**src/rtl/adc_ww_pkg.sv**
```systemverilog
package adc_ww_pkg;

  typedef enum logic [1:0] {
    SEL_CTRL = 2'd0,
    SEL_LOW  = 2'd1,
    SEL_HIGH = 2'd2,
    SEL_STAT = 2'd3
  } reg_sel_e;

  localparam int CTRL_EN_BIT  = 0;
  localparam int CTRL_SGL_BIT = 1;
  localparam int CTRL_IE_BIT  = 2;
  localparam int CTRL_CH_LSB  = 8;
  localparam int STAT_CLR_BIT = 0;

  // strict comparison: a value on either bound is inside
  function automatic logic outside_window(input logic [31:0] value,
                                          input logic [31:0] lo,
                                          input logic [31:0] hi);
    return (value > hi) || (value < lo);
  endfunction

  function automatic logic channel_selected(input logic       single,
                                            input logic [7:0] watched,
                                            input logic [7:0] chan);
    return !single || (watched == chan);
  endfunction

endpackage

```
**src/rtl/adc_ww_regs.sv**
```systemverilog
module adc_ww_regs
  import adc_ww_pkg::*;
#(
  parameter int DATA_W = 16,
  parameter int CH_W   = 5,
  parameter int WR_W   = 32
) (
  input  logic              clk,
  input  logic              rst_n,
  input  logic              wr_en,
  input  logic [1:0]        wr_addr,
  input  logic [WR_W-1:0]   wr_data,
  output logic              mon_en,
  output logic              single_mode,
  output logic              irq_en,
  output logic [CH_W-1:0]   sel_chan,
  output logic [DATA_W-1:0] th_lo,
  output logic [DATA_W-1:0] th_hi,
  output logic              clr_hit
);

  localparam logic [DATA_W-1:0] HI_RESET = '1;

  reg_sel_e sel;
  assign sel = reg_sel_e'(wr_addr);

  always_ff @(posedge clk or negedge rst_n) begin
    if (!rst_n) begin
      mon_en      <= 1'b0;
      single_mode <= 1'b0;
      irq_en      <= 1'b0;
      sel_chan    <= '0;
      th_lo       <= '0;
      th_hi       <= HI_RESET;
    end else if (wr_en) begin
      case (sel)
        SEL_CTRL: begin
          mon_en      <= wr_data[CTRL_EN_BIT];
          single_mode <= wr_data[CTRL_SGL_BIT];
          irq_en      <= wr_data[CTRL_IE_BIT];
          sel_chan    <= wr_data[CTRL_CH_LSB +: CH_W];
        end
        SEL_LOW:  th_lo <= wr_data[DATA_W-1:0];
        SEL_HIGH: th_hi <= wr_data[DATA_W-1:0];
        default: ;
      endcase
    end
  end

  assign clr_hit = wr_en && (sel == SEL_STAT) && wr_data[STAT_CLR_BIT];

endmodule

```
**src/rtl/adc_ww_cmp.sv**
```systemverilog
module adc_ww_cmp
  import adc_ww_pkg::*;
#(
  parameter int DATA_W = 16,
  parameter int CH_W   = 5
) (
  input  logic              mon_en,
  input  logic              single_mode,
  input  logic [CH_W-1:0]   sel_chan,
  input  logic [DATA_W-1:0] th_lo,
  input  logic [DATA_W-1:0] th_hi,
  input  logic              res_valid,
  input  logic [CH_W-1:0]   res_chan,
  input  logic [DATA_W-1:0] res_data,
  output logic              viol
);

  logic watched;
  logic beyond;

  assign watched = channel_selected(single_mode, 8'(sel_chan), 8'(res_chan));
  assign beyond  = outside_window(32'(res_data), 32'(th_lo), 32'(th_hi));
  assign viol    = res_valid && mon_en && watched && beyond;

endmodule

```
**src/rtl/adc_ww_flag.sv**
```systemverilog
module adc_ww_flag (
  input  logic clk,
  input  logic rst_n,
  input  logic viol,
  input  logic clr_hit,
  output logic flag_q
);

  // a new violation outranks a clear on the same edge
  always_ff @(posedge clk or negedge rst_n) begin
    if (!rst_n)       flag_q <= 1'b0;
    else if (viol)    flag_q <= 1'b1;
    else if (clr_hit) flag_q <= 1'b0;
  end

endmodule

```
**src/rtl/adc_window_watch.sv**
```systemverilog
module adc_window_watch #(
  parameter int DATA_W = 16,
  parameter int CH_W   = 5,
  parameter int WR_W   = 32
) (
  input  logic              clk,
  input  logic              rst_n,
  input  logic              wr_en,
  input  logic [1:0]        wr_addr,
  input  logic [WR_W-1:0]   wr_data,
  input  logic              res_valid,
  input  logic [CH_W-1:0]   res_chan,
  input  logic [DATA_W-1:0] res_data,
  output logic              alarm_flag,
  output logic              alarm_irq
);

  logic              mon_en;
  logic              single_mode;
  logic              irq_en;
  logic [CH_W-1:0]   sel_chan;
  logic [DATA_W-1:0] th_lo;
  logic [DATA_W-1:0] th_hi;
  logic              clr_hit;
  logic              viol;
  logic              flag_q;

  adc_ww_regs #(.DATA_W(DATA_W), .CH_W(CH_W), .WR_W(WR_W)) u_regs (
    .clk(clk), .rst_n(rst_n), .wr_en(wr_en), .wr_addr(wr_addr),
    .wr_data(wr_data), .mon_en(mon_en), .single_mode(single_mode),
    .irq_en(irq_en), .sel_chan(sel_chan), .th_lo(th_lo), .th_hi(th_hi),
    .clr_hit(clr_hit)
  );

  adc_ww_cmp #(.DATA_W(DATA_W), .CH_W(CH_W)) u_cmp (
    .mon_en(mon_en), .single_mode(single_mode), .sel_chan(sel_chan),
    .th_lo(th_lo), .th_hi(th_hi), .res_valid(res_valid),
    .res_chan(res_chan), .res_data(res_data), .viol(viol)
  );

  adc_ww_flag u_flag (
    .clk(clk), .rst_n(rst_n), .viol(viol), .clr_hit(clr_hit), .flag_q(flag_q)
  );

  assign alarm_flag = flag_q;
  assign alarm_irq  = flag_q && irq_en;

endmodule

```
**config.mk**
```make
export PLATFORM = sky130hd
export DESIGN_NAME = adc_window_watch
export DESIGN_NICKNAME = d
export VERILOG_FILES = /design/src/rtl/adc_ww_pkg.sv /design/src/rtl/adc_ww_regs.sv /design/src/rtl/adc_ww_cmp.sv /design/src/rtl/adc_ww_flag.sv /design/src/rtl/adc_window_watch.sv
export SDC_FILE = /design/constraint.sdc
export NUM_CORES = 1
export LEC_CHECK = 0
export ABC_AREA = 1
export BUFFER_PORTS_ARGS = -buffer_cell sky130_fd_sc_hd__buf_2
export CAP_MARGIN = 20
export CORE_MARGIN = 1
export CORE_UTILIZATION = 29
export DETAILED_ROUTE_END_ITERATION = 16
export SYNTH_ARGS = -nofsm -noshare
export SYNTH_HDL_FRONTEND = slang
export SYNTH_SLANG_ARGS = --single-unit
```
**constraint.sdc**
```tcl
create_clock -name clk -period 2.8 [get_ports clk]
set_clock_uncertainty 0.15 [all_clocks]
set_input_delay 0.42 -clock clk [delete_from_list [all_inputs] [get_ports clk]]
set_output_delay 0.42 -clock clk [all_outputs]
set_load 0.01 [all_outputs]
```
**After elaboration in Yosys (flattened, before gate mapping)**

Index checks and enable logic that the tools add are counted.

- Bits in latches: 0
- Memories kept: 0
- Memory bits (read-only): 0
- Memory bits (writable): 0
- Logic and storage cells: 29
- Register bits after elaboration: 41

- Shift-type cells: 0
- Order comparisons: 2
- Multipliers: 0
- Add/subtract/negate cells: 0
- Muxes and demuxes: 2
- Reduce and logical (&&, ||, !) cells: 14
- Equal/unequal tests: 4
- Div/mod/pow operators: 0
- Bitwise logic cells: 0

Operators with widths:

| kind | count |
|---|---|
| 16-bit greater-than comparator | 1 |
| 16-bit less-than comparator | 1 |
| 1-bit logical AND | 6 |
| 2-bit AND reduction | 3 |
| 5-bit == test | 1 |
| 2-bit == test (second input constant) | 2 |
| 2-bit by 1-bit == test with 1-bit output (second input constant) | 1 |
| 2-bit zero test | 1 |
| 1-bit logical OR | 2 |
| 1-bit 2-to-1 mux | 2 |
| 2-bit nonzero test | 1 |
| 1-bit zero test | 1 |

**Depth between registers and ports, before layout**

- Depth after elaboration: 5
- Gate-level depth with buffers: 15
- Depth with buffers taken out: 15

**By module**

A second synthesis with hierarchy kept.

- Cell total of the unflattened synthesis: 333
- Area total of the unflattened synthesis: 2683.8 sq um

Modules (own cells, without submodules):

| module | cells an instance | instances | area each (sq um) | seq. area each (sq um) |
|---|---|---|---|---|
| adc_ww_regs | 182 | 1 | 1739.2 | 1021.0 |
| adc_ww_cmp | 144 | 1 | 897.1 | 0.0 |
| adc_ww_flag | 5 | 1 | 40.0 | 25.0 |
| adc_window_watch | 2 | 1 | 7.5 | 0.0 |

**Worst setup path after synthesis**

No wires, ideal clock.

- Path kind: register to register
- From: register u_regs.th_hi[7]
- To: register u_flag.flag_q
- Buffers on the path: 0
- Arrival: 1.370 ns
- Clock period less this slack: 1.640 ns
- Cell stages (with the launch flop): 12
- Path slack: 1.160 ns
- Cells stage by stage: dfstp_2 inv_1 ha_1 a21o_1 nor2_1 nand2_1 nand2_1 nand2_1 nand2_1 nand2_1 nand2_1 nand2_1

- Word-level cells in the longest chain between the ends: 4
- Elaborated cells between the ends (all ways): 5
- Those cells by class: order compare: 1; mux: 1; reduce/logical: 3

RTL lines:

| element | RTL line | source |
|---|---|---|
| start: declaration | adc_ww_regs.sv:18 | `output logic [DATA_W-1:0] th_hi,` |
| start signal: assignment | adc_ww_regs.sv:44 | `SEL_HIGH: th_hi <= wr_data[DATA_W-1:0];` |
| 16-bit greater-than comparator (*) | adc_ww_pkg.sv:20 | `return (value > hi) \|\| (value < lo);` |
| 1-bit logical OR (*) | adc_ww_pkg.sv:20 |  |
| 1-bit logical AND (*) | adc_ww_cmp.sv:23 | `assign viol = res_valid && mon_en && watched && beyond;` |
| 1-bit 2-to-1 mux / 2-bit nonzero test (equally long branches) | - |  |
| end signal: assignment | adc_ww_flag.sv:11 | `if (!rst_n) flag_q <= 1'b0;` |
| end signal: assignment | adc_ww_flag.sv:12 | `else if (viol) flag_q <= 1'b1;` |
| end signal: assignment | adc_ww_flag.sv:13 | `else if (clr_hit) flag_q <= 1'b0;` |
| end: declaration | adc_ww_flag.sv:6 | `output logic flag_q` |

Mark *: on every way between the ends. The rest lies on a longest branch, timed or not.
A chain may end at the register's enable or synchronous reset.

**Worst setup path after layout**

- From: register u_regs.th_hi[15]
- To: register u_flag.flag_q

The elaborated chain is that of the path after synthesis.

==> impl_metrics.ini <==
[run_status]
status = complete, no violations

[global_routing]
grt_pass1_vias = 1944
grt_start_max_net_pins = 42
antenna_found_initial = 0
grt_use_total_pct = 12.3
overflow = 0
grt_pass1_wl_mm = 8.54

[final_layout]
finish.utilization_pct = 34.9
fillers = 863
num-nets-final = 434
regArea_mm2 = 0.00105
multi_input_comb_area_mm2 = 0.00118
diodes = 0
area_growth_pct = 15.7
drive_gt1_share_pct = 25.8

[floorplan]
die_w_um = 94.9
die_height_um = 94.9
die-area_mm2 = 0.00900
start_util_pct = 30.1
ioPinCount = 61
core_mm2 = 0.00830
rows = 33

[clocking]
htree_levels = 2
post_cts_resized = 0
cts.sinks = 41
postCtsHoldBufs = 0
worstSkewPairLatency_ps = 300
cts_tree = yes
clockBufferDepth = 2
numCtsBuffers = 5
post_cts_buffers = 0
cts_root_buffer = clkbuf_8
path_clk_slew_ps = 90

[critical_path]
r2r-end = u_flag.flag_q
crit_chain = inv_1 > ha_1 > a21oi_1 > o21ai_0 > a21oi_1 > nand2_1 > nand2_1 > nand2_1 > nand2_1 > nand2_1
end_kind = register
r2r-start = u_regs.th_hi[15]
critPathArrivalTime_ps = 1850
slowest_stage = dfstp_2
worstRegToRegCells = 10
crit_buf_inv = 1
critPathRequiredTime_ps = 2850
cp_common_cell = nand2_1
critical_path_class = register to register
cp-startpoint = u_regs.th_hi[15]
startpoint_type = register
critPathMaxFanout = 2
cp_top_family = flip-flops
r2r_slack_ps = 1000
max_stage_delay_ps = 540

[sta]
hold_slack_ps = 91.5
tns_ps = 0
worst_pin_slew_ps = 900
drv_slew = 0
max_freq_mhz = 555
slew_headroom_pct = 40.0
setup_viol = 0
rsz0062_at_grt = no
post-route-min-period_ps = 1800
post-route-period-util_pct = 64.4
finalHoldViolations = 0

[detailed_routing]
antenna_left = 0
routed_wl_mm = 4.91
vias = 1951
drt_iter0_drc = 78
post_drt_wl_per_cell_um = 10.9
via_per_inst = 4.34
firstDrtPassIters = 4
drc_errors = 0

[pwr]
irDropWorstVdd_uv = 209
seqPwrFrac_pct = 47.6
clock_power_share_pct = 25.6
pwr-share-comb_pct = 26.8
p_switching_w = 0.000513
internal_power_w = 0.00111
swShare_pct = 31.7
p_leak_nw = 1.53
cellPowerDensity_mw_per_mm2 = 560

[logic_synthesis]
synthArstFlopShare_pct = 100
ys_types = 25
ys_ff_latch = 41
seq_area_frac_synth_pct = 41.8
synth_nets = 390
syn_inst = 300
syn_area_per_cell_um2 = 8.34
synth_area_mm2 = 0.00250
synth_edf_count = 0
ys.flop_type = dfrtp_1
yosysWarnings = 0

[placed_design]
gp_congestion = 0.755
portBuffers = 44
dpl.hpwl_mm = 3.82

[worst_hold_path]
hold_class = primary input to asynchronous set/reset pin

[job]
cap_violations = 0
logic make-up (layout without fill, tap and decap cells):
| logic type | after synthesis | after routing | synth area share [%] |
|---|---|---|---|
| simple gates | 98 | 98 | 16.2 |
| flops | 41 | 41 | 41.8 |
| compound gates | 61 | 61 | 14.0 |
| fa+ha+maj | 31 | 31 | 15.5 |
| xor+xnor | 5 | 5 | 1.75 |
| buf+inv | 64 | 109 | 10.8 |
layer usage:
metal | routed length, um | global-route usage (%)
met3 | 230 | 2.50
met2 | 2270 | 20.4
met4 | 89 | 5.18
met1 | 2320 | 15.5
met5 | 0 | 0
worst reg2reg max path: stages (launching register included):
cell and delay [ps]:
dfstp_2 540, inv_1 40, ha_1 280, a21oi_1 150, o21ai_0 100, a21oi_1 150, nand2_1 70, nand2_1 50
nand2_1 60, nand2_1 60, nand2_1 40
final cells by class:
type | instances | share of cell area [%]
sequential | 41 | 36.2
timing repair buffer | 44 | 7.61
multi-input combinational | 195 | 41.0
tap | 105 | 4.54
inverter | 57 | 7.40
clock buffer | 6 | 2.85
clock inverter | 2 | 0.476
stage by stage:
stage / instance area, um^2 / power, W / setup WS, ps / cells
3_5_place_dp: 2800 / 0.00122 / 984 / 442
4_1_cts: 2890 / 0.00164 / 973 / 450
2_1_floorplan: 2500 / 0.00109 / 1160 / 300
3_3_place_gp: 2800 / 0.00121 / 998 / 442
5_1_grt: 2890 / 0.00175 / 771 / 450
6_report: 2890 / 0.00162 / 997 / 450
layout by cell type, fill, tap and decap left out:
cell type and count:
nand2_2 2, nor2_1 9, inv_2 4, dfrtp_1 25, o21ai_0 4, o21ai_2 10, a21o_1 1, inv_1 53
a21oi_2 1, xor2_1 2, nand4_1 2, ha_1 31, nor3_1 1, buf_2 44, a21oi_1 14, nor3_2 2
o21ai_1 31, clkinv_4 1, dfstp_2 16, clkbuf_8 6, clkinv_2 1, nand3_1 3, nor2_2 1, xnor2_1 3
nand2_1 77, nand3_2 1
synthesized netlist by cell type (3+ instances only):
cell type  number  area (um^2)
nand3_1         3         15.0
ha_1           31          388
o21ai_2        10         87.6
o21ai_0         4         20.0
xnor2_1         3         26.3
o21ai_1        31          155
buf_2           3         15.0
a21oi_1        14         70.1
dfrtp_1        25          626
nor2_1          9         33.8
buf_6           3         33.8
nand2_1        77          289
dfstp_2        16          420
inv_1          53          199
inv_2           4         15.0
state kept, by name, summed over array words and instances (netlist names):
register	cells
u_regs.th_hi	16
u_flag.flag_q	1
u_regs.th_lo	16
u_regs.single_mode	1
u_regs.sel_chan	5
u_regs.mon_en	1
u_regs.irq_en	1
worst max path at each step:
stage	to	slack, ps	depth (start not counted)
floorplan	u_flag.flag_q	1160	11
global placement	u_flag.flag_q	1000	10
detailed placement	u_flag.flag_q	980	10
CTS	u_flag.flag_q	970	10
global route	u_flag.flag_q	770	10
finish	u_flag.flag_q	1000	10
power groups by stage:
stage          sequential (W)  clock, W  combinational (W)
2_1_floorplan        0.000771         0           0.000318
3_3_place_gp         0.000779         0           0.000428
3_5_place_dp         0.000782         0           0.000442
4_1_cts              0.000771  0.000426           0.000445
5_1_grt              0.000785  0.000449           0.000520
6_report             0.000771  0.000415           0.000433
(Power assumes the default switching activity.)
